## config.mk

```make
export PLATFORM = sky130hd
export DESIGN_NAME = otf_region_regfile
export DESIGN_NICKNAME = d
export VERILOG_FILES = /design/src/rtl/otf_rf_pkg.sv /design/src/rtl/otf_rf_decode.sv /design/src/rtl/otf_rgn_ctx.sv /design/src/rtl/otf_region_regfile.sv
export SDC_FILE = /design/constraint.sdc
export NUM_CORES = 2
export LEC_CHECK = 0
export BUFFER_PORTS_ARGS = -buffer_cell sky130_fd_sc_hd__buf_2
export CORE_ASPECT_RATIO = 0.9
export CORE_UTILIZATION = 55
export DETAILED_ROUTE_END_ITERATION = 10
export PLACE_DENSITY_LB_ADDON = 0.05
export SETUP_SLACK_MARGIN = 0.5
export SLEW_MARGIN = 40
export SYNTH_ARGS = -nofsm -noshare
export SYNTH_HDL_FRONTEND = slang
export SYNTH_SLANG_ARGS = --single-unit
```

## constraint.sdc

```tcl
create_clock -name clk -period 10.5 [get_ports clk]
set_clock_uncertainty 0.1 [all_clocks]
set_input_delay 2.1 -clock clk [delete_from_list [all_inputs] [get_ports clk]]
set_output_delay 2.1 -clock clk [all_outputs]
set_load 0.01 [all_outputs]
```

## src/rtl/otf_rf_pkg.sv

```systemverilog
`timescale 1ns/1ps
package otf_rf_pkg;
  localparam int WORD_W = 32;
  localparam int VER_W  = 16;
  localparam int MODE_W = 2;
  localparam int CRC_W  = 8;

  // bit positions inside a region configuration word
  localparam int B_EN    = 0;
  localparam int B_CLOCK = 1;
  localparam int B_KLOCK = 2;
  localparam int B_MODE  = 4;
  localparam int B_CRC   = 8;
  localparam int B_VER   = 16;

  typedef enum logic [2:0] {
    W_CFG    = 3'd0,
    W_START  = 3'd1,
    W_END    = 3'd2,
    W_NONCE0 = 3'd3,
    W_NONCE1 = 3'd4,
    W_NONE   = 3'd7
  } rgn_word_e;

  typedef struct packed {
    logic [VER_W-1:0]  ver;
    logic [MODE_W-1:0] mode;
    logic              klock;
    logic              clock;
    logic              en;
  } rgn_cfg_t;
endpackage

```

## src/rtl/otf_rf_decode.sv

```systemverilog
`timescale 1ns/1ps
module otf_rf_decode
  import otf_rf_pkg::*;
#(
  parameter int ADDR_W     = 8,
  parameter int N_RGN      = 4,
  parameter int RGN_BASE   = 32,
  parameter int RGN_STRIDE = 48,
  parameter int CTRL_OFS   = 0,
  parameter int PRIV_OFS   = 16
) (
  input  logic [ADDR_W-1:0] addr,
  output logic              hit_ctrl,
  output logic              hit_priv,
  output logic [N_RGN-1:0]  rgn_hit,
  output rgn_word_e         word
);
  localparam int WORD_BYTES = WORD_W / 8;

  logic aligned;
  assign aligned  = (addr[1:0] == 2'b00);
  assign hit_ctrl = aligned && (int'(addr) == CTRL_OFS);
  assign hit_priv = aligned && (int'(addr) == PRIV_OFS);

  always_comb begin
    rgn_hit = '0;
    word    = W_NONE;
    for (int i = 0; i < N_RGN; i++) begin
      if (aligned && int'(addr) >= RGN_BASE + i*RGN_STRIDE &&
          int'(addr) < RGN_BASE + (i+1)*RGN_STRIDE) begin
        rgn_hit[i] = 1'b1;
        case ((int'(addr) - RGN_BASE - i*RGN_STRIDE) / WORD_BYTES)
          0:       word = W_CFG;
          1:       word = W_START;
          2:       word = W_END;
          3:       word = W_NONCE0;
          4:       word = W_NONCE1;
          default: word = W_NONE;
        endcase
      end
    end
  end
endmodule

```

## src/rtl/otf_rgn_ctx.sv

```systemverilog
`timescale 1ns/1ps
module otf_rgn_ctx
  import otf_rf_pkg::*;
(
  input  logic              clk,
  input  logic              rst,
  input  logic              wr_en,
  input  rgn_word_e         word,
  input  logic [WORD_W-1:0] wdata,
  output rgn_cfg_t          cfg_o,
  output logic [WORD_W-1:0] start_o,
  output logic [WORD_W-1:0] end_o,
  output logic [WORD_W-1:0] nonce0_o,
  output logic [WORD_W-1:0] nonce1_o,
  output logic              key_clr_o
);
  rgn_cfg_t          cfg_q;
  logic [MODE_W-1:0] wr_mode;

  assign wr_mode = wdata[B_MODE +: MODE_W];

  always_ff @(posedge clk) begin
    if (rst) begin
      cfg_q     <= '0;
      start_o   <= '0;
      end_o     <= '0;
      nonce0_o  <= '0;
      nonce1_o  <= '0;
      key_clr_o <= 1'b0;
    end else begin
      key_clr_o <= 1'b0;
      if (wr_en && !cfg_q.clock) begin
        case (word)
          W_CFG: begin
            cfg_q.en    <= wdata[B_EN];
            cfg_q.ver   <= wdata[B_VER +: VER_W];
            cfg_q.clock <= cfg_q.clock | wdata[B_CLOCK];
            cfg_q.klock <= cfg_q.klock | wdata[B_KLOCK] | wdata[B_CLOCK];
            if (!cfg_q.klock) begin
              cfg_q.mode <= wr_mode;
              key_clr_o  <= (wr_mode != cfg_q.mode);
            end
          end
          W_START:  start_o  <= wdata;
          W_END:    end_o    <= wdata;
          W_NONCE0: nonce0_o <= wdata;
          W_NONCE1: nonce1_o <= wdata;
          default: ;
        endcase
      end
    end
  end

  assign cfg_o = cfg_q;

  assert_cfg_lock_sticky_R5: assert property (@(posedge clk) disable iff (rst)
    cfg_q.clock |=> cfg_q.clock);
  assert_key_lock_sticky_R5: assert property (@(posedge clk) disable iff (rst)
    cfg_q.klock |=> cfg_q.klock);
  assert_cfg_forces_key_R6: assert property (@(posedge clk) disable iff (rst)
    cfg_q.clock |-> cfg_q.klock);
  assert_locked_frozen_R7: assert property (@(posedge clk) disable iff (rst)
    cfg_q.clock |=> ($stable(cfg_q) && $stable(start_o) && $stable(end_o) &&
                     $stable(nonce0_o) && $stable(nonce1_o)));
  assert_clear_on_mode_R8: assert property (@(posedge clk) disable iff (rst)
    key_clr_o |-> (cfg_q.mode != $past(cfg_q.mode)));
  assert_mode_frozen_R8: assert property (@(posedge clk) disable iff (rst)
    cfg_q.klock |=> $stable(cfg_q.mode));
endmodule

```

## src/rtl/otf_region_regfile.sv

```systemverilog
`timescale 1ns/1ps
module otf_region_regfile
  import otf_rf_pkg::*;
#(
  parameter int ADDR_W     = 8,
  parameter int N_RGN      = 4,
  parameter int RGN_BASE   = 32,
  parameter int RGN_STRIDE = 48
) (
  input  logic                     clk,
  input  logic                     rst,
  input  logic                     bus_req,
  input  logic                     bus_we,
  input  logic                     bus_priv,
  input  logic [ADDR_W-1:0]        bus_addr,
  input  logic [31:0]              bus_wdata,
  input  logic [CRC_W*N_RGN-1:0]   rgn_key_crc_i,
  output logic [31:0]              bus_rdata,
  output logic                     bus_rvalid,
  output logic                     ctl_encrypt_o,
  output logic [N_RGN-1:0]         rgn_en_o,
  output logic [MODE_W*N_RGN-1:0]  rgn_mode_o,
  output logic [VER_W*N_RGN-1:0]   rgn_ver_o,
  output logic [N_RGN-1:0]         rgn_cfg_lock_o,
  output logic [N_RGN-1:0]         rgn_key_lock_o,
  output logic [N_RGN-1:0]         rgn_key_clr_o
);
  localparam int CTRL_OFS = 0;
  localparam int PRIV_OFS = 16;

  logic             hit_ctrl, hit_priv;
  logic [N_RGN-1:0] rgn_hit;
  rgn_word_e        word;
  logic             enc_q, priv_q;
  logic             gated, wr_ok, rd_req;
  logic [WORD_W-1:0] rd_val;

  rgn_cfg_t          cfg    [N_RGN];
  logic [WORD_W-1:0] st     [N_RGN];
  logic [WORD_W-1:0] ed     [N_RGN];
  logic [WORD_W-1:0] n0     [N_RGN];
  logic [WORD_W-1:0] n1     [N_RGN];

  otf_rf_decode #(
    .ADDR_W(ADDR_W), .N_RGN(N_RGN), .RGN_BASE(RGN_BASE),
    .RGN_STRIDE(RGN_STRIDE), .CTRL_OFS(CTRL_OFS), .PRIV_OFS(PRIV_OFS)
  ) dec_i (
    .addr(bus_addr), .hit_ctrl(hit_ctrl), .hit_priv(hit_priv),
    .rgn_hit(rgn_hit), .word(word)
  );

  assign gated  = priv_q && !bus_priv;
  assign wr_ok  = bus_req && bus_we && !gated;
  assign rd_req = bus_req && !bus_we;

  always_ff @(posedge clk) begin
    if (rst) begin
      enc_q  <= 1'b0;
      priv_q <= 1'b0;
    end else begin
      if (wr_ok && hit_ctrl) enc_q <= bus_wdata[0];
      if (bus_req && bus_we && bus_priv && hit_priv) priv_q <= bus_wdata[0];
    end
  end

  for (genvar g = 0; g < N_RGN; g++) begin : g_rgn
    otf_rgn_ctx ctx_i (
      .clk(clk), .rst(rst), .wr_en(wr_ok && rgn_hit[g]), .word(word),
      .wdata(bus_wdata), .cfg_o(cfg[g]), .start_o(st[g]), .end_o(ed[g]),
      .nonce0_o(n0[g]), .nonce1_o(n1[g]), .key_clr_o(rgn_key_clr_o[g])
    );
    assign rgn_en_o[g]                   = cfg[g].en;
    assign rgn_mode_o[g*MODE_W +: MODE_W] = cfg[g].mode;
    assign rgn_ver_o[g*VER_W +: VER_W]    = cfg[g].ver;
    assign rgn_cfg_lock_o[g]             = cfg[g].clock;
    assign rgn_key_lock_o[g]             = cfg[g].klock;
  end

  always_comb begin
    rd_val = '0;
    if (hit_priv) begin
      rd_val[0] = priv_q;
    end else if (!gated) begin
      if (hit_ctrl) rd_val[0] = enc_q;
      for (int i = 0; i < N_RGN; i++) begin
        if (rgn_hit[i]) begin
          case (word)
            W_CFG: begin
              rd_val[B_VER +: VER_W]   = cfg[i].ver;
              rd_val[B_CRC +: CRC_W]   = rgn_key_crc_i[i*CRC_W +: CRC_W];
              rd_val[B_MODE +: MODE_W] = cfg[i].mode;
              rd_val[B_KLOCK]          = cfg[i].klock;
              rd_val[B_CLOCK]          = cfg[i].clock;
              rd_val[B_EN]             = cfg[i].en;
            end
            W_START:  rd_val = st[i];
            W_END:    rd_val = ed[i];
            W_NONCE0: rd_val = n0[i];
            W_NONCE1: rd_val = n1[i];
            default:  rd_val = '0;
          endcase
        end
      end
    end
  end

  always_ff @(posedge clk) begin
    if (rst) begin
      bus_rdata  <= '0;
      bus_rvalid <= 1'b0;
    end else begin
      bus_rvalid <= rd_req;
      bus_rdata  <= rd_req ? rd_val : '0;
    end
  end

  assign ctl_encrypt_o = enc_q;

  assert_one_region_R3: assert property (@(posedge clk) disable iff (rst)
    $onehot0(rgn_hit));
  assert_gated_read_R9: assert property (@(posedge clk) disable iff (rst)
    (rd_req && gated && !hit_priv) |=> (bus_rdata == '0));
  assert_priv_write_R10: assert property (@(posedge clk) disable iff (rst)
    (priv_q != $past(priv_q)) |-> $past(bus_req && bus_we && bus_priv));
  assert_read_valid_R12: assert property (@(posedge clk) disable iff (rst)
    rd_req |=> bus_rvalid);
endmodule

```

# Yosys cells after proc, flatten, opt, wreduce, memory -nomap -nowiden
# Cells that the tools add are included.
# word_totals
wordCells	226
output_inout_bits	122
register_bits	635
# classes
n_addsub	8
muxes	41
bitwise	26
reduce_logical	73
magnitude_cmp	8
eq_ne	25
# op_table
op	count
case mux 24 bit (5 select lines)	4
equality test 32 x 2 -> 1 bit (second input constant)	8
two-way mux 32 bit	6
adder 32 x 1 -> 32 bit	4
equality test 32 x 1 -> 1 bit (second input constant)	4
equality test 32 x 3 -> 1 bit (second input constant)	4
logical NOT 32 bit	4
case mux 3 bit (5 select lines)	8
case mux 2 bit (5 select lines)	7
AND reduction 2 bit	20
subtractor 32 x 7 -> 32 bit (second input constant)	1
subtractor 32 x 8 -> 32 bit (second input constant)	1
subtractor 32 x 9 -> 32 bit (second input constant)	1
logical AND 1 bit	25
< comparator 8 bit (second input constant)	3
OR reduction 4 bit	5
greater-or-equal comparator 8 bit (second input constant)	2
case mux 1 bit (5 select lines)	3
two-way mux 3 bit	4
OR 1 bit	12
AND reduction 3 bit	4
NOT 1 bit	10
OR reduction 2 bit	5
subtractor 8 x 6 -> 9 bit (second input constant)	1
other kinds (16)	35

# Depth between registers and ports, before layout
# depth
word_depth	23
mapped_depth	26

# By module
# From an unflattened synthesis, not the netlist that was laid out.
# unflattened
cells_unflattened	3264
area_unflattened_um2	32657.6
# by_module_without_submodules
module	cells_each	instances	area_each_um2
otf_rgn_ctx	529	4	5954.5
otf_region_regfile	872	1	6790.3
otf_rf_decode	276	1	2049.5

# Least setup slack after synthesis
# No wires, ideal clock.
# synth_path
path_type	input -> register
start	in bus_addr[6]
end	reg bus_rdata[17]
arrival_ns	7.059
setup_ns	0.139
path_buffers	4
stages	23
setup_slack_ns	3.202
required_ns	10.261
path_cell_list	nor3_2 -> inv_1 -> buf_1 -> nor2_1 -> ha_1 -> ha_1 -> nand2_1 -> or3_1 -> or2_2 -> ha_1 -> nand4b_1 -> nor2_1 -> nand4_1 -> a2111oi_2 -> a221oi_1 -> o31ai_4 -> nand2_2 -> buf_2 -> buf_1 -> clkbuf_1 -> o221ai_1 -> a32oi_1 -> o221ai_1
# synth_between
elab_chain_cells	17
# synth_lines
element	line_no	source
start: declaration	otf_region_regfile.sv:15	input logic [ADDR_W-1:0] bus_addr,
subtractor 8 x 6 -> 9 bit	otf_rf_decode.sv:32	case ((int'(addr) - RGN_BASE - i*RGN_STRIDE) / WORD_BYTES)
subtractor 32 x 7 -> 32 bit / AND 1 bit (equally long branches)	--	
AND 1 bit (no line) / adder 32 x 1 -> 32 bit (equally long branches)	--	
adder 32 x 1 -> 32 bit (no line) (tied with other cells)	--	
equality test 32 x 3 -> 1 bit (tied with other cells)	otf_rf_decode.sv:32	
case mux 3 bit (5 select lines) / two-way mux 3 bit (equally long branches)	otf_rf_decode.sv:32, otf_rf_decode.sv:29	
two-way mux 3 bit (3 in series)	otf_rf_decode.sv:29	if (aligned && int'(addr) >= RGN_BASE + i*RGN_STRIDE &&
equality test 3 bit (tied with other cells)	otf_region_regfile.sv:87	case (word)
case mux 24 bit (5 select lines)	otf_region_regfile.sv:87	
two-way mux 32 bit	otf_region_regfile.sv:86	if (rgn_hit[i]) begin
two-way mux 32 bit	otf_region_regfile.sv:83	end else if (!gated) begin
two-way mux 32 bit	otf_region_regfile.sv:81	if (hit_priv) begin
two-way mux 32 bit (3 in series)	otf_region_regfile.sv:86	
end signal: assignment	otf_region_regfile.sv:113	bus_rdata <= rd_req ? rd_val : '0;
end: declaration	otf_region_regfile.sv:18	output logic [31:0] bus_rdata,
# Several ways; a longest one is shown, not always the timed one. The select of a mux whose other input is x is not followed.
# A chain may end at the register's enable or synchronous reset.

# Final worst setup path
# layout_path
start	in bus_addr[5]
end	reg g_rgn[3].ctx_i.nonce0_o[1]
# layout_between
elab_chain_cells	11
# layout_lines
element	line_no	source
subtractor 8 x 6 -> 9 bit	otf_rf_decode.sv:32	
subtractor 32 x 7 -> 32 bit / AND 1 bit (equally long branches)	--	
AND 1 bit (no line) / adder 32 x 1 -> 32 bit (equally long branches)	--	
adder 32 x 1 -> 32 bit (no line) (tied with other cells)	--	
equality test 32 x 3 -> 1 bit (tied with other cells)	otf_rf_decode.sv:32	
case mux 3 bit (5 select lines) / two-way mux 3 bit (equally long branches)	otf_rf_decode.sv:32, otf_rf_decode.sv:29	
two-way mux 3 bit (3 in series)	otf_rf_decode.sv:29	
equality test 3 x 2 -> 1 bit	otf_rgn_ctx.sv:33	case (word)
AND reduction 2 bit (no line) *	--	
end signal: assignment	otf_rgn_ctx.sv:46	W_NONCE0: nonce0_o <= wdata;
end: declaration	otf_rgn_ctx.sv:13	output logic [WORD_W-1:0] nonce0_o,
# Every way passes the cells marked *; elsewhere a longest branch is shown, timed or not.

==> impl_metrics.py <==
metrics = {
    "yosys": {
        "syn-num-nets": 3957,
        "synth-xor-area-share": 0.00842,
        "ys_ff_latch": 635,
        "synthMuxAreaShare": 0.0517,
        "synth_simple_gate_area_share": 0.223,
        "synthesis.area_mm2": 0.0291,
        "synth_top_family_by_area": "simple AND/OR/NAND/NOR gates",
        "synth_area_leaders": "dfxtp_1 (44%), nand2_1 (17%), a21oi_1 (11%), mux2i_1 (3.5%), clkbuf_1 (3.3%)",
        "syn_avg_cell_area_um2": 7.58,
        "synthAdderAreaFrac": 0.0168,
        "syn_inst": 3841,
        "synth_ff_type": "dfxtp_1",
        "synth-edff-count": 0,
        "yosys_warnings": 0,
        "yosys.area.top_type_share": 0.437,
        "synth-async-reset-ratio": 0,
        "yosysSeqAreaShare": 0.437,
        "synth_compound_area_frac": 0.212,
        "yosys.area.top_type": "dfxtp_1",
        "synth_cell_types": 86,
    },
    "route": {
        "drt_iter0_drc": 4155,
        "wl_per_cell_um": 25.2,
        "vias_per_cell": 6.41,
        "firstDrtPassIters": 7,
        "wl_mm": 115,
        "drc": 0,
        "ant_nets": 0,
        "dr_total_vias": 29300,
    },
    "global_route": {
        "grt_pass1_wl_mm": 168,
        "overflow": 0,
        "grt_max_degree": 134,
        "grt_pass1_vias": 26800,
        "grt_antenna_before_repair": 4,
        "track_usage": 0.412,
    },
    "clock_tree": {
        "insertion_delay_ns": 0.65,
        "cts_root_buffer": "clkbuf_16",
        "cts_made_buffers": 61,
        "clk_path_buf_depth": 3,
        "h-tree-depth": 2,
        "path_clk_slew_ns": 0.07,
        "hold_buffers": 0,
        "cts_sinks": 635,
        "postCtsSetupBuffers": 0,
        "cts_tree": "done",
        "cts_resized": 0,
    },
    "timing": {
        "period_needed_ns": 8.63,
        "slew_headroom": 0.320,
        "hold_viol_final": 0,
        "fin_crit_sh": 0.822,
        "layout_setup_ws_ns": 1.87,
        "tns_ns": 0,
        "tightest_slew_ns": 1.01,
        "drv_slew": 0,
        "fmax_mhz": 116,
        "final-setup-viol-count": 0,
        "rsz0062_at_grt": "false",
    },
    "worst_setup_path": {
        "crit_family": "simple AND/OR/NAND/NOR gates",
        "crit_buf_inv": 4,
        "slowest_stage": "nand2_1",
        "start_kind": "primary input",
        "cp_common_cell": "ha_1",
        "path_cells": "buf_2, inv_1, ha_1, ha_1, nand3b_1, ha_1, nor2_1, ha_1, ha_1, and4b_1, xnor2_1, a32oi_1, a2111oi_2, a221o_1, a41oi_2, buf_4, nor2_4, nor2_1, nand2_1, buf_12, nand2_1, a21oi_1",
        "crit_arrival_ns": 9.05,
        "worstPathMaxFanout": 25,
        "end_kind": "register",
        "path_class": "primary input to register",
        "critPathMaxStageDelay_ns": 0.81,
        "required_ns": 10.92,
    },
    "final_layout": {
        "fillers": 4673,
        "ff_latch_area_mm2": 0.0127,
        "drive_gt1_frac": 0.125,
        "fin_nets": 3952,
        "multi_input_area_mm2": 0.0151,
        "area_growth_pct": 11.6,
    },
    "flow_run": {
        "drv_cap": 0,
    },
    "placement": {
        "post-place-ws_ns": 1.05,
        "port_buffers": 198,
        "place_congestion": 0.991,
        "place_hpwl_mm": 74.5,
    },
    "pwr": {
        "ir_drop_v": 0.000146,
        "p_leak_uw": 0.0111,
        "cellPowerDensity_mw_per_mm2": 150,
    },
    "run_status": {
        "status": "finished, final reports clean",
    },
    "floorplan": {
        "num_io_pins": 199,
        "dieArea_mm2": 0.0539,
        "initial_core_util": 0.560,
        "num_rows": 79,
        "die_y_um": 220,
        "core-area_mm2": 0.0520,
        "die_w_um": 245,
    },
    "hold_path": {
        "hold_path.class": "register to register",
    },
}
cell families after synthesis:
family          count (synthesis)
compound gates               1048
simple gates                 1582
buf+inv                       364
flops                         635
mux                           145
fa+ha+maj                      39
xor+xnor                       28
layout by cell type (no fill, tap or decap), types with 10 or more instances in the layout:
cell | netlist | layout
a21o_1 | 18 | 18
a21oi_1 | 663 | 663
a222oi_1 | 10 | 10
a22oi_1 | 78 | 77
a31oi_1 | 21 | 21
a32oi_1 | 19 | 19
and3_1 | 11 | 11
buf_2 | 63 | 197
buf_4 | 13 | 74
clkbuf_1 | 258 | 14
clkbuf_16 | 0 | 63
clkbuf_8 | 0 | 15
dfxtp_1 | 635 | 635
ha_1 | 39 | 39
mux2_2 | 42 | 42
mux2i_1 | 102 | 102
nand2_1 | 1341 | 1337
nand3_1 | 64 | 62
nor2_1 | 60 | 45
nor3_1 | 15 | 12
o21ai_0 | 98 | 97
o221ai_1 | 42 | 42
o22ai_1 | 26 | 26
or3_1 | 14 | 14
xnor2_1 | 22 | 22
worst min-delay path, cell delays in order, from the launching register on:
cell and delay (ns):
dfxtp_1 0.30, nand2_1 0.05, a21oi_1 0.05
layout make-up:
class / instances / share of cell area
Timing Repair Buffer: 287 / 0.0558
Sequential cell: 635 / 0.391
Clock buffer: 92 / 0.0565
Antenna cell: 1 / 0.0000770
Multi-Input combinational cell: 2842 / 0.464
Tap cell: 688 / 0.0265
Inverter: 9 / 0.00104
Clock inverter: 14 / 0.00474
layer usage:
| metal | routed length [um] | part of all wire | global-route usage |
|---|---|---|---|
| met1 | 45200 | 0.39 | 0.555 |
| met2 | 47900 | 0.42 | 0.600 |
| met3 | 16700 | 0.15 | 0.143 |
| met4 | 5130 | 0.045 | 0.170 |
| met5 | 36 | 0.00031 | 0 |
cells in the mapped netlist (13+ instances only):
library cell / instances
buf_1: 20
a22oi_1: 78
mux2_2: 42
mux2i_1: 102
o221ai_1: 42
nor3_1: 15
ha_1: 39
xnor2_1: 22
a21o_1: 18
buf_4: 13
o21ai_0: 98
nand2_1: 1341
a32oi_1: 19
a31oi_1: 21
a21oi_1: 663
o22ai_1: 26
nand3_1: 64
buf_2: 63
clkbuf_1: 258
nor2_1: 60
dfxtp_1: 635
or3_1: 14
metrics by stage:
step	instances	instance area [um2]	utilization	total power [uW]	hold WS (ns)
floorplan	3841	29100	-	2630	0.332
global placement	4456	30400	0.584	2710	0.337
detailed placement	4459	30500	0.586	2710	0.343
CTS	4565	32500	0.624	4880	0.352
global route	4567	32500	0.625	5000	0.366
finish	4568	32500	0.625	4890	0.352
report_power, final:
| part | internal (uW) | leakage, uW | switching [uW] |
|---|---|---|---|
| Sequential | 2410 | 0.00511 | 0.221 |
| Combinational | 67.0 | 0.00498 | 194 |
| Clock | 1250 | 0.000982 | 970 |
registers in the layout (all words and copies together) (netlist names), 4 cells and up:
| register | flops |
|---|---|
| g_rgn.ctx_i.end_o | 128 |
| g_rgn.ctx_i.nonce0_o | 128 |
| g_rgn.ctx_i.nonce1_o | 128 |
| g_rgn.ctx_i.start_o | 128 |
| g_rgn.ctx_i.cfg_o | 84 |
| bus_rdata | 32 |
| g_rgn.ctx_i.key_clr_o | 4 |
path summary, 6_finish.rpt:
check	from	end	slack, ns	depth (start not counted)
max reg2reg	priv_q$_SDFFE_PP0P_	g_rgn[0].ctx_i.nonce0_o[12]$_SDFFE_PP0P_	7.14	7
min reg2reg	g_rgn[1].ctx_i.start_o[7]$_SDFFE_PP0P_	g_rgn[1].ctx_i.start_o[7]$_SDFFE_PP0P_	0.35	2
max	bus_addr[5]	g_rgn[3].ctx_i.nonce0_o[1]$_SDFFE_PP0P_	1.87	22
min	g_rgn[1].ctx_i.start_o[7]$_SDFFE_PP0P_	g_rgn[1].ctx_i.start_o[7]$_SDFFE_PP0P_	0.35	2
(Power assumes the default switching activity.)
